===== src/rtl/ctl_pkg.sv =====
package ctl_pkg;
    localparam int INSTR_W = 32;
    localparam int OPC_W   = 6;
    localparam int FN_W    = 6;
    localparam int OPC_LSB = INSTR_W - OPC_W;

    typedef logic [OPC_W-1:0] opc_t;
    typedef logic [FN_W-1:0]  fn_t;

    localparam opc_t OPC_REG  = 6'b000000;
    localparam opc_t OPC_JMP  = 6'b000010;
    localparam opc_t OPC_BEQ  = 6'b000100;
    localparam opc_t OPC_BNE  = 6'b000101;
    localparam opc_t OPC_LDI  = 6'b001111;
    localparam opc_t OPC_LDW  = 6'b100011;
    localparam opc_t OPC_STW  = 6'b101011;

    localparam fn_t FN_ADD = 6'b100000;
    localparam fn_t FN_SUB = 6'b100010;
    localparam fn_t FN_AND = 6'b100100;
    localparam fn_t FN_OR  = 6'b100101;
    localparam fn_t FN_JR  = 6'b001000;

    typedef enum logic [1:0] {
        CLS_ADD = 2'b00,
        CLS_SUB = 2'b01,
        CLS_FN  = 2'b10,
        CLS_RSV = 2'b11
    } alu_cls_e;

    typedef enum logic [2:0] {
        OP_AND = 3'b000,
        OP_OR  = 3'b001,
        OP_ADD = 3'b010,
        OP_SUB = 3'b110
    } alu_sel_e;

    typedef struct packed {
        logic     alu_src;
        logic     reg_dst;
        logic     reg_wr;
        logic     mem_rd;
        logic     mem_wr;
        logic     mem_to_reg;
        logic     branch_eq;
        logic     branch_ne;
        logic     jump;
        logic     load_imm;
        alu_cls_e cls;
    } ctrl_t;

    localparam ctrl_t CTRL_NONE = '{default: '0, cls: CLS_ADD};

    function automatic opc_t get_opc(input logic [INSTR_W-1:0] w);
        return w[INSTR_W-1:OPC_LSB];
    endfunction

    function automatic fn_t get_fn(input logic [INSTR_W-1:0] w);
        return w[FN_W-1:0];
    endfunction
endpackage


===== src/rtl/ctl_main_dec.sv =====
module ctl_main_dec
    import ctl_pkg::*;
(
    input  opc_t  opc,
    output ctrl_t ctrl
);
    always_comb begin
        ctrl = CTRL_NONE;
        unique case (opc)
            OPC_REG: begin
                ctrl.reg_dst = 1'b1;
                ctrl.reg_wr  = 1'b1;
                ctrl.cls     = CLS_FN;
            end
            OPC_LDI: begin
                ctrl.alu_src  = 1'b1;
                ctrl.reg_wr   = 1'b1;
                ctrl.load_imm = 1'b1;
            end
            OPC_LDW: begin
                ctrl.alu_src    = 1'b1;
                ctrl.reg_wr     = 1'b1;
                ctrl.mem_rd     = 1'b1;
                ctrl.mem_to_reg = 1'b1;
            end
            OPC_STW: begin
                ctrl.alu_src = 1'b1;
                ctrl.mem_wr  = 1'b1;
            end
            OPC_BEQ: begin
                ctrl.branch_eq = 1'b1;
                ctrl.cls       = CLS_SUB;
            end
            OPC_BNE: begin
                ctrl.branch_ne = 1'b1;
                ctrl.cls       = CLS_SUB;
            end
            OPC_JMP: ctrl.jump = 1'b1;
            default: ctrl = CTRL_NONE;
        endcase
    end

    always_comb begin

        ldw_path_chk: assert (!ctrl.mem_rd || (ctrl.mem_to_reg && ctrl.reg_wr && ctrl.alu_src))
            else $error("load path incomplete");
    end
endmodule


===== src/rtl/ctl_alu_dec.sv =====
module ctl_alu_dec
    import ctl_pkg::*;
(
    input  alu_cls_e cls,
    input  fn_t      fn,
    output alu_sel_e sel,
    output logic     jr
);
    always_comb begin
        sel = OP_ADD;
        unique case (cls)
            CLS_ADD: sel = OP_ADD;
            CLS_SUB: sel = OP_SUB;
            CLS_FN: begin
                unique case (fn)
                    FN_SUB:  sel = OP_SUB;
                    FN_AND:  sel = OP_AND;
                    FN_OR:   sel = OP_OR;
                    default: sel = OP_ADD;
                endcase
            end
            default: sel = OP_ADD;
        endcase
    end

    assign jr = (cls == CLS_FN) && (fn == FN_JR);

    always_comb begin

        cls_add_chk: assert (cls != CLS_ADD || sel == OP_ADD)
            else $error("add class gave other operation");
    end
endmodule


===== src/rtl/instr_ctrl_decoder.sv =====
module instr_ctrl_decoder
    import ctl_pkg::*;
(
    input  logic [31:0] instr,
    output logic        alu_src,
    output logic        reg_dst,
    output logic        reg_wr,
    output logic        mem_rd,
    output logic        mem_wr,
    output logic        mem_to_reg,
    output logic        branch_eq,
    output logic        branch_ne,
    output logic        jump,
    output logic        load_imm,
    output logic [1:0]  alu_op,
    output logic [2:0]  alu_sel,
    output logic        jump_reg
);
    ctrl_t    ctrl;
    alu_sel_e sel;
    logic     jr;

    ctl_main_dec u_main (
        .opc  (get_opc(instr)),
        .ctrl (ctrl)
    );

    ctl_alu_dec u_alu (
        .cls (ctrl.cls),
        .fn  (get_fn(instr)),
        .sel (sel),
        .jr  (jr)
    );

    assign alu_src    = ctrl.alu_src;
    assign reg_dst    = ctrl.reg_dst;
    assign reg_wr     = ctrl.reg_wr & ~jr;
    assign mem_rd     = ctrl.mem_rd;
    assign mem_wr     = ctrl.mem_wr;
    assign mem_to_reg = ctrl.mem_to_reg;
    assign branch_eq  = ctrl.branch_eq;
    assign branch_ne  = ctrl.branch_ne;
    assign jump       = ctrl.jump;
    assign load_imm   = ctrl.load_imm;
    assign alu_op     = ctrl.cls;
    assign alu_sel    = sel;
    assign jump_reg   = jr;

    always_comb begin

        ldi_ctrl_chk: assert (!load_imm || (alu_src && reg_wr && !mem_rd && !mem_wr && !jump && alu_sel == 3'b010))
            else $error("load-immediate controls wrong");

        jr_src_chk: assert (!jump_reg || (instr[31:26] == 6'b000000 && instr[5:0] == 6'b001000 && !reg_wr))
            else $error("register jump misdecoded");

        branch_sub_chk: assert (!(branch_eq || branch_ne) || alu_sel == 3'b110)
            else $error("branch without subtract");

        next_pc_chk: assert ($onehot0({branch_eq, branch_ne, jump, jump_reg}))
            else $error("several next-PC selects");

        mem_excl_chk: assert (!(mem_rd && mem_wr))
            else $error("read and write together");
    end
endmodule


===== config.mk =====
export PLATFORM = sky130hd
export DESIGN_NAME = instr_ctrl_decoder
export DESIGN_NICKNAME = d
export VERILOG_FILES = /design/src/rtl/ctl_pkg.sv /design/src/rtl/ctl_main_dec.sv /design/src/rtl/ctl_alu_dec.sv /design/src/rtl/instr_ctrl_decoder.sv
export SDC_FILE = /design/constraint.sdc
export NUM_CORES = 1
export LEC_CHECK = 0
export BUFFER_PORTS_ARGS = -buffer_cell sky130_fd_sc_hd__clkbuf_2
export CAP_MARGIN = 20
export CORE_AREA = 8 8 45 47
export DETAILED_ROUTE_END_ITERATION = 12
export DIE_AREA = 0 0 53 55
export GPL_ROUTABILITY_DRIVEN = 0
export PLACE_DENSITY = 0.71
export SYNTH_ARGS = -nofsm -noshare
export SYNTH_HDL_FRONTEND = slang
export SYNTH_SLANG_ARGS = --single-unit

===== constraint.sdc =====
create_clock -name vclk -period 5.33
set_input_delay 0.533 -clock vclk [all_inputs]
set_output_delay 0.533 -clock vclk [all_outputs]
set_load 0.05 [all_outputs]

==> report_table.html <==
<table>
<tr><th>Metric</th><th>Value</th></tr>
<tr><th colspan="2">Critical path</th></tr>
<tr><td>Worst Path Buf+Inv</td><td>3</td></tr>
<tr><td>Most frequent cell on the critical path</td><td>sky130_fd_sc_hd__clkbuf_2</td></tr>
<tr><td>Peak per-stage delay on the critical path</td><td>0.48 ns</td></tr>
<tr><td>WP data required</td><td>4.80 ns</td></tr>
<tr><td>Startpoint-to-endpoint class of the critical path</td><td>in2out</td></tr>
<tr><td>CP Cell Sequence</td><td>clkbuf_2 &gt; nor4_2 &gt; nand2_1 &gt; inv_1 &gt; ha_1 &gt; or4b_4 &gt; o21ba_1 &gt; nand3b_1 &gt; clkbuf_2</td></tr>
<tr><td>Arrival time at the worst endpoint</td><td>2.53 ns</td></tr>
<tr><td>Category of the worst setup path launch point</td><td>primary input</td></tr>
<tr><td>Worst-path cell with the longest stage delay</td><td>sky130_fd_sc_hd__or4b_4</td></tr>
<tr><td>Element type at the critical path end</td><td>primary output</td></tr>
<tr><td>Top delay family on crit path</td><td>simple AND/OR/NAND/NOR gates</td></tr>
<tr><td>Maximum fanout along the worst path</td><td>6</td></tr>
<tr><th colspan="2">Drt</th></tr>
<tr><td>Final wirelength</td><td>903 um</td></tr>
<tr><td>Vias per cell</td><td>4.605</td></tr>
<tr><td>Average detailed-routed wire length per instance</td><td>11.15 um</td></tr>
<tr><td>ANT nets after route</td><td>0</td></tr>
<tr><td>Drt initial violations</td><td>9</td></tr>
<tr><td>Number of detailed-route iterations in the first pass</td><td>4</td></tr>
<tr><td>Vias</td><td>373</td></tr>
<tr><td>Number of design rule violations left after detail routing</td><td>0</td></tr>
<tr><th colspan="2">Floorplanning</th></tr>
<tr><td>Die X</td><td>53 um</td></tr>
<tr><td>Starting density of the core</td><td>18.17%</td></tr>
<tr><td>Area of the die</td><td>2915 um^2</td></tr>
<tr><td>Count of pins on the block boundary</td><td>48</td></tr>
<tr><td>Placeable core area</td><td>1384 um^2</td></tr>
<tr><td>Die Ht</td><td>55 um</td></tr>
<tr><td>Number of standard-cell rows in the floorplan</td><td>14</td></tr>
<tr><th colspan="2">Global route</th></tr>
<tr><td>Global routing usage summed across all routing layers</td><td>5.722%</td></tr>
<tr><td>Overall overflow remaining after global route</td><td>0</td></tr>
<tr><td>Number of antenna violations at the first check in global routing</td><td>0</td></tr>
<tr><td>Pin count of the biggest net entering global routing</td><td>7</td></tr>
<tr><td>Number of global-route vias before repair</td><td>354</td></tr>
<tr><td>Global-route wire length before repair</td><td>1421 um</td></tr>
<tr><th colspan="2">Layout</th></tr>
<tr><td>Fraction of layout cells with a size suffix above 1</td><td>49.23%</td></tr>
<tr><td>Number of flip-flops and latches</td><td>0</td></tr>
<tr><td>Post-route non-filler standard cell count</td><td>81</td></tr>
<tr><td>Clk_buf instances</td><td>0</td></tr>
<tr><td>Reg area</td><td>0 um^2</td></tr>
<tr><td>Layout-stage area growth over the synthesis result</td><td>60.70%</td></tr>
<tr><td>Post-layout net count</td><td>102</td></tr>
<tr><td>Most frequent standard cell in the layout excluding fill and tap cells</td><td>sky130_fd_sc_hd__clkbuf_2</td></tr>
<tr><td>Commonest non-fill, non-tap cells in the layout</td><td>sky130_fd_sc_hd__clkbuf_2, sky130_fd_sc_hd__nand2_1, sky130_fd_sc_hd__nor2_1</td></tr>
<tr><td>Antenna Cells</td><td>0</td></tr>
<tr><th colspan="2">Run</th></tr>
<tr><td>Max capacitance violation total</td><td>0</td></tr>
<tr><th colspan="2">Placed design</th></tr>
<tr><td>Total of buffers placed on input and output ports</td><td>28</td></tr>
<tr><td>Number of placed instances with taps included</td><td>81</td></tr>
<tr><td>Estimated wirelength of the detail-placed design</td><td>815.1 um</td></tr>
<tr><th colspan="2">Timing</th></tr>
<tr><td>Crit path time final</td><td>3.062 ns</td></tr>
<tr><td>Total Negative Setup Slacks</td><td>0 ns</td></tr>
<tr><td>Tcrit/Tclk final</td><td>57.46%</td></tr>
<tr><td>Max frequency</td><td>326.5 MHz</td></tr>
<tr><td>Final hold violation count</td><td>0</td></tr>
<tr><td>Final setup vio count</td><td>0</td></tr>
<tr><td>Slew @ Worst Pin</td><td>0.5126 ns</td></tr>
<tr><td>RSZ-0062 raised after global routing</td><td>no</td></tr>
<tr><td>Worst slew slack as a fraction of its limit</td><td>65.51%</td></tr>
<tr><td>Count of pins over their slew limit</td><td>0</td></tr>
<tr><td>Hold WS</td><td>1.441 ns</td></tr>
<tr><th colspan="2">Power and ir drop</th></tr>
<tr><td>Net switching share of the total power</td><td>64.92%</td></tr>
<tr><td>Internal portion of total power</td><td>0.006703 mW</td></tr>
<tr><td>Pwr/cell area</td><td>47.29 nW/um^2</td></tr>
<tr><td>Power share of the clock group</td><td>0%</td></tr>
<tr><td>Leakage</td><td>0.2256 nW</td></tr>
<tr><td>Combinational share of power</td><td>100.0%</td></tr>
<tr><td>Net switching power of the design</td><td>0.01241 mW</td></tr>
<tr><td>Maximum ir drop on the vdd rail</td><td>0.01972 mV</td></tr>
<tr><td>Sequential share of power</td><td>0%</td></tr>
<tr><th colspan="2">Worst hold path</th></tr>
<tr><td>Cell depth of the worst min-delay path</td><td>3</td></tr>
<tr><td>Min-delay src</td><td>instr[4]</td></tr>
<tr><td>End of the worst hold path</td><td>alu_sel[0]</td></tr>
<tr><td>Worst min-delay path category</td><td>in2out</td></tr>
<tr><th colspan="2">Synthesis</th></tr>
<tr><td>Area of the mapped netlist</td><td>251.5 um^2</td></tr>
<tr><td>Net Count, Synth</td><td>73</td></tr>
<tr><td>Number of distinct library cells after synthesis</td><td>18</td></tr>
<tr><td>Count of mapped cells out of synthesis</td><td>38</td></tr>
<tr><td>Register area share after synthesis</td><td>0%</td></tr>
<tr><td>Synthesis warning total</td><td>0</td></tr>
<tr><td>Syn avg cell area</td><td>6.618 um^2</td></tr>
<tr><th colspan="2">CTS</th></tr>
<tr><td>Post-cts resize count</td><td>0</td></tr>
<tr><td>Number of hold-repair buffers added at the cts stage</td><td>0</td></tr>
<tr><td>Post-CTS Repair Setup Buffers</td><td>0</td></tr>
<tr><th colspan="2">Status</th></tr>
<tr><td>Result of the run</td><td>finished, final reports clean</td></tr>
</table>
-- cell families (layout without fill, tap and decap cells) --
kind of cell / after synthesis / count (layout) / share of synthesized area, %
buf+inv: 5 / 32 / 8.955
fa+ha+maj: 3 / 3 / 14.93
simple gates: 26 / 26 / 62.69
compound gates: 4 / 4 / 13.43
-- area by class of cell --
class,instances,area (um^2)
inverters,4,15.01
fillers,164,979.7
multi-input cells,33,229.0
well taps,16,20.02
repair buffers,28,140.1
-- how the worst max path moves through the flow --
stage | start | end | slack [ns] | depth (start not counted)
detailed placement | instr[30] | alu_sel[1] | 2.25 | 9
CTS | instr[30] | alu_sel[1] | 2.26 | 9
floorplan | instr[30] | alu_sel[0] | 1.57 | 5
global route | instr[30] | alu_sel[2] | 2.06 | 9
global placement | instr[30] | alu_sel[1] | 2.26 | 9
finish | instr[30] | alu_sel[1] | 2.27 | 9
-- synthesized netlist by cell type --
cell type	n	area [um^2]
sky130_fd_sc_hd__and3_1	1	6.260
sky130_fd_sc_hd__nand2_1	6	22.52
sky130_fd_sc_hd__o32a_2	1	11.26
sky130_fd_sc_hd__nand4bb_1	1	11.26
sky130_fd_sc_hd__nor4_1	4	25.02
sky130_fd_sc_hd__nand3b_1	3	22.52
sky130_fd_sc_hd__ha_1	3	37.54
sky130_fd_sc_hd__nand2b_1	1	6.260
sky130_fd_sc_hd__and4_1	1	8.760
sky130_fd_sc_hd__nor2_1	6	22.52
sky130_fd_sc_hd__buf_4	1	7.510
sky130_fd_sc_hd__o21ai_0	1	5.000
sky130_fd_sc_hd__a211oi_1	1	7.510
sky130_fd_sc_hd__o21ba_1	1	10.01
sky130_fd_sc_hd__inv_1	4	15.01
sky130_fd_sc_hd__nor4_2	1	12.51
sky130_fd_sc_hd__or4b_4	1	13.76
sky130_fd_sc_hd__nor2_2	1	6.260
-- routing by layer --
| metal | track usage (%) | share of wire [%] | vias up |
|---|---|---|---|
| met5 | 0 | 0 | - |
| met4 | 0 | 0 | 0 |
| met3 | 1.604 | 12 | 0 |
| met2 | 10.74 | 49 | 12 |
| met1 | 6.637 | 38 | 168 |
| li1 | - | - | 193 |
-- power by group through the flow --
stage          Clock (mW)  Sequential [mW]  Combinational, mW
6_report                0                0             0.0191
5_1_grt                 0                0             0.0209
4_1_cts                 0                0             0.0192
3_5_place_dp            0                0             0.0191
3_3_place_gp            0                0             0.0187
2_1_floorplan           0                0            0.00990
-- stage by stage --
stage	setup slack (ns)	util [%]	total power, mW	instance area, um^2
CTS	2.258	29.20	0.01919	404.1
global route	2.060	29.20	0.02086	404.1
detailed placement	2.251	29.20	0.01911	404.1
floorplan	1.568	-	0.009898	251.5
global placement	2.256	29.20	0.01866	404.1
finish	2.268	29.20	0.01911	404.1
-- worst min-delay path, stage by stage --
cell	delay, ns
sky130_fd_sc_hd__clkbuf_2	0.10
sky130_fd_sc_hd__nor4_1	0.05
sky130_fd_sc_hd__clkbuf_2	0.22
Note: power is estimated with default switching activity, not from simulation.
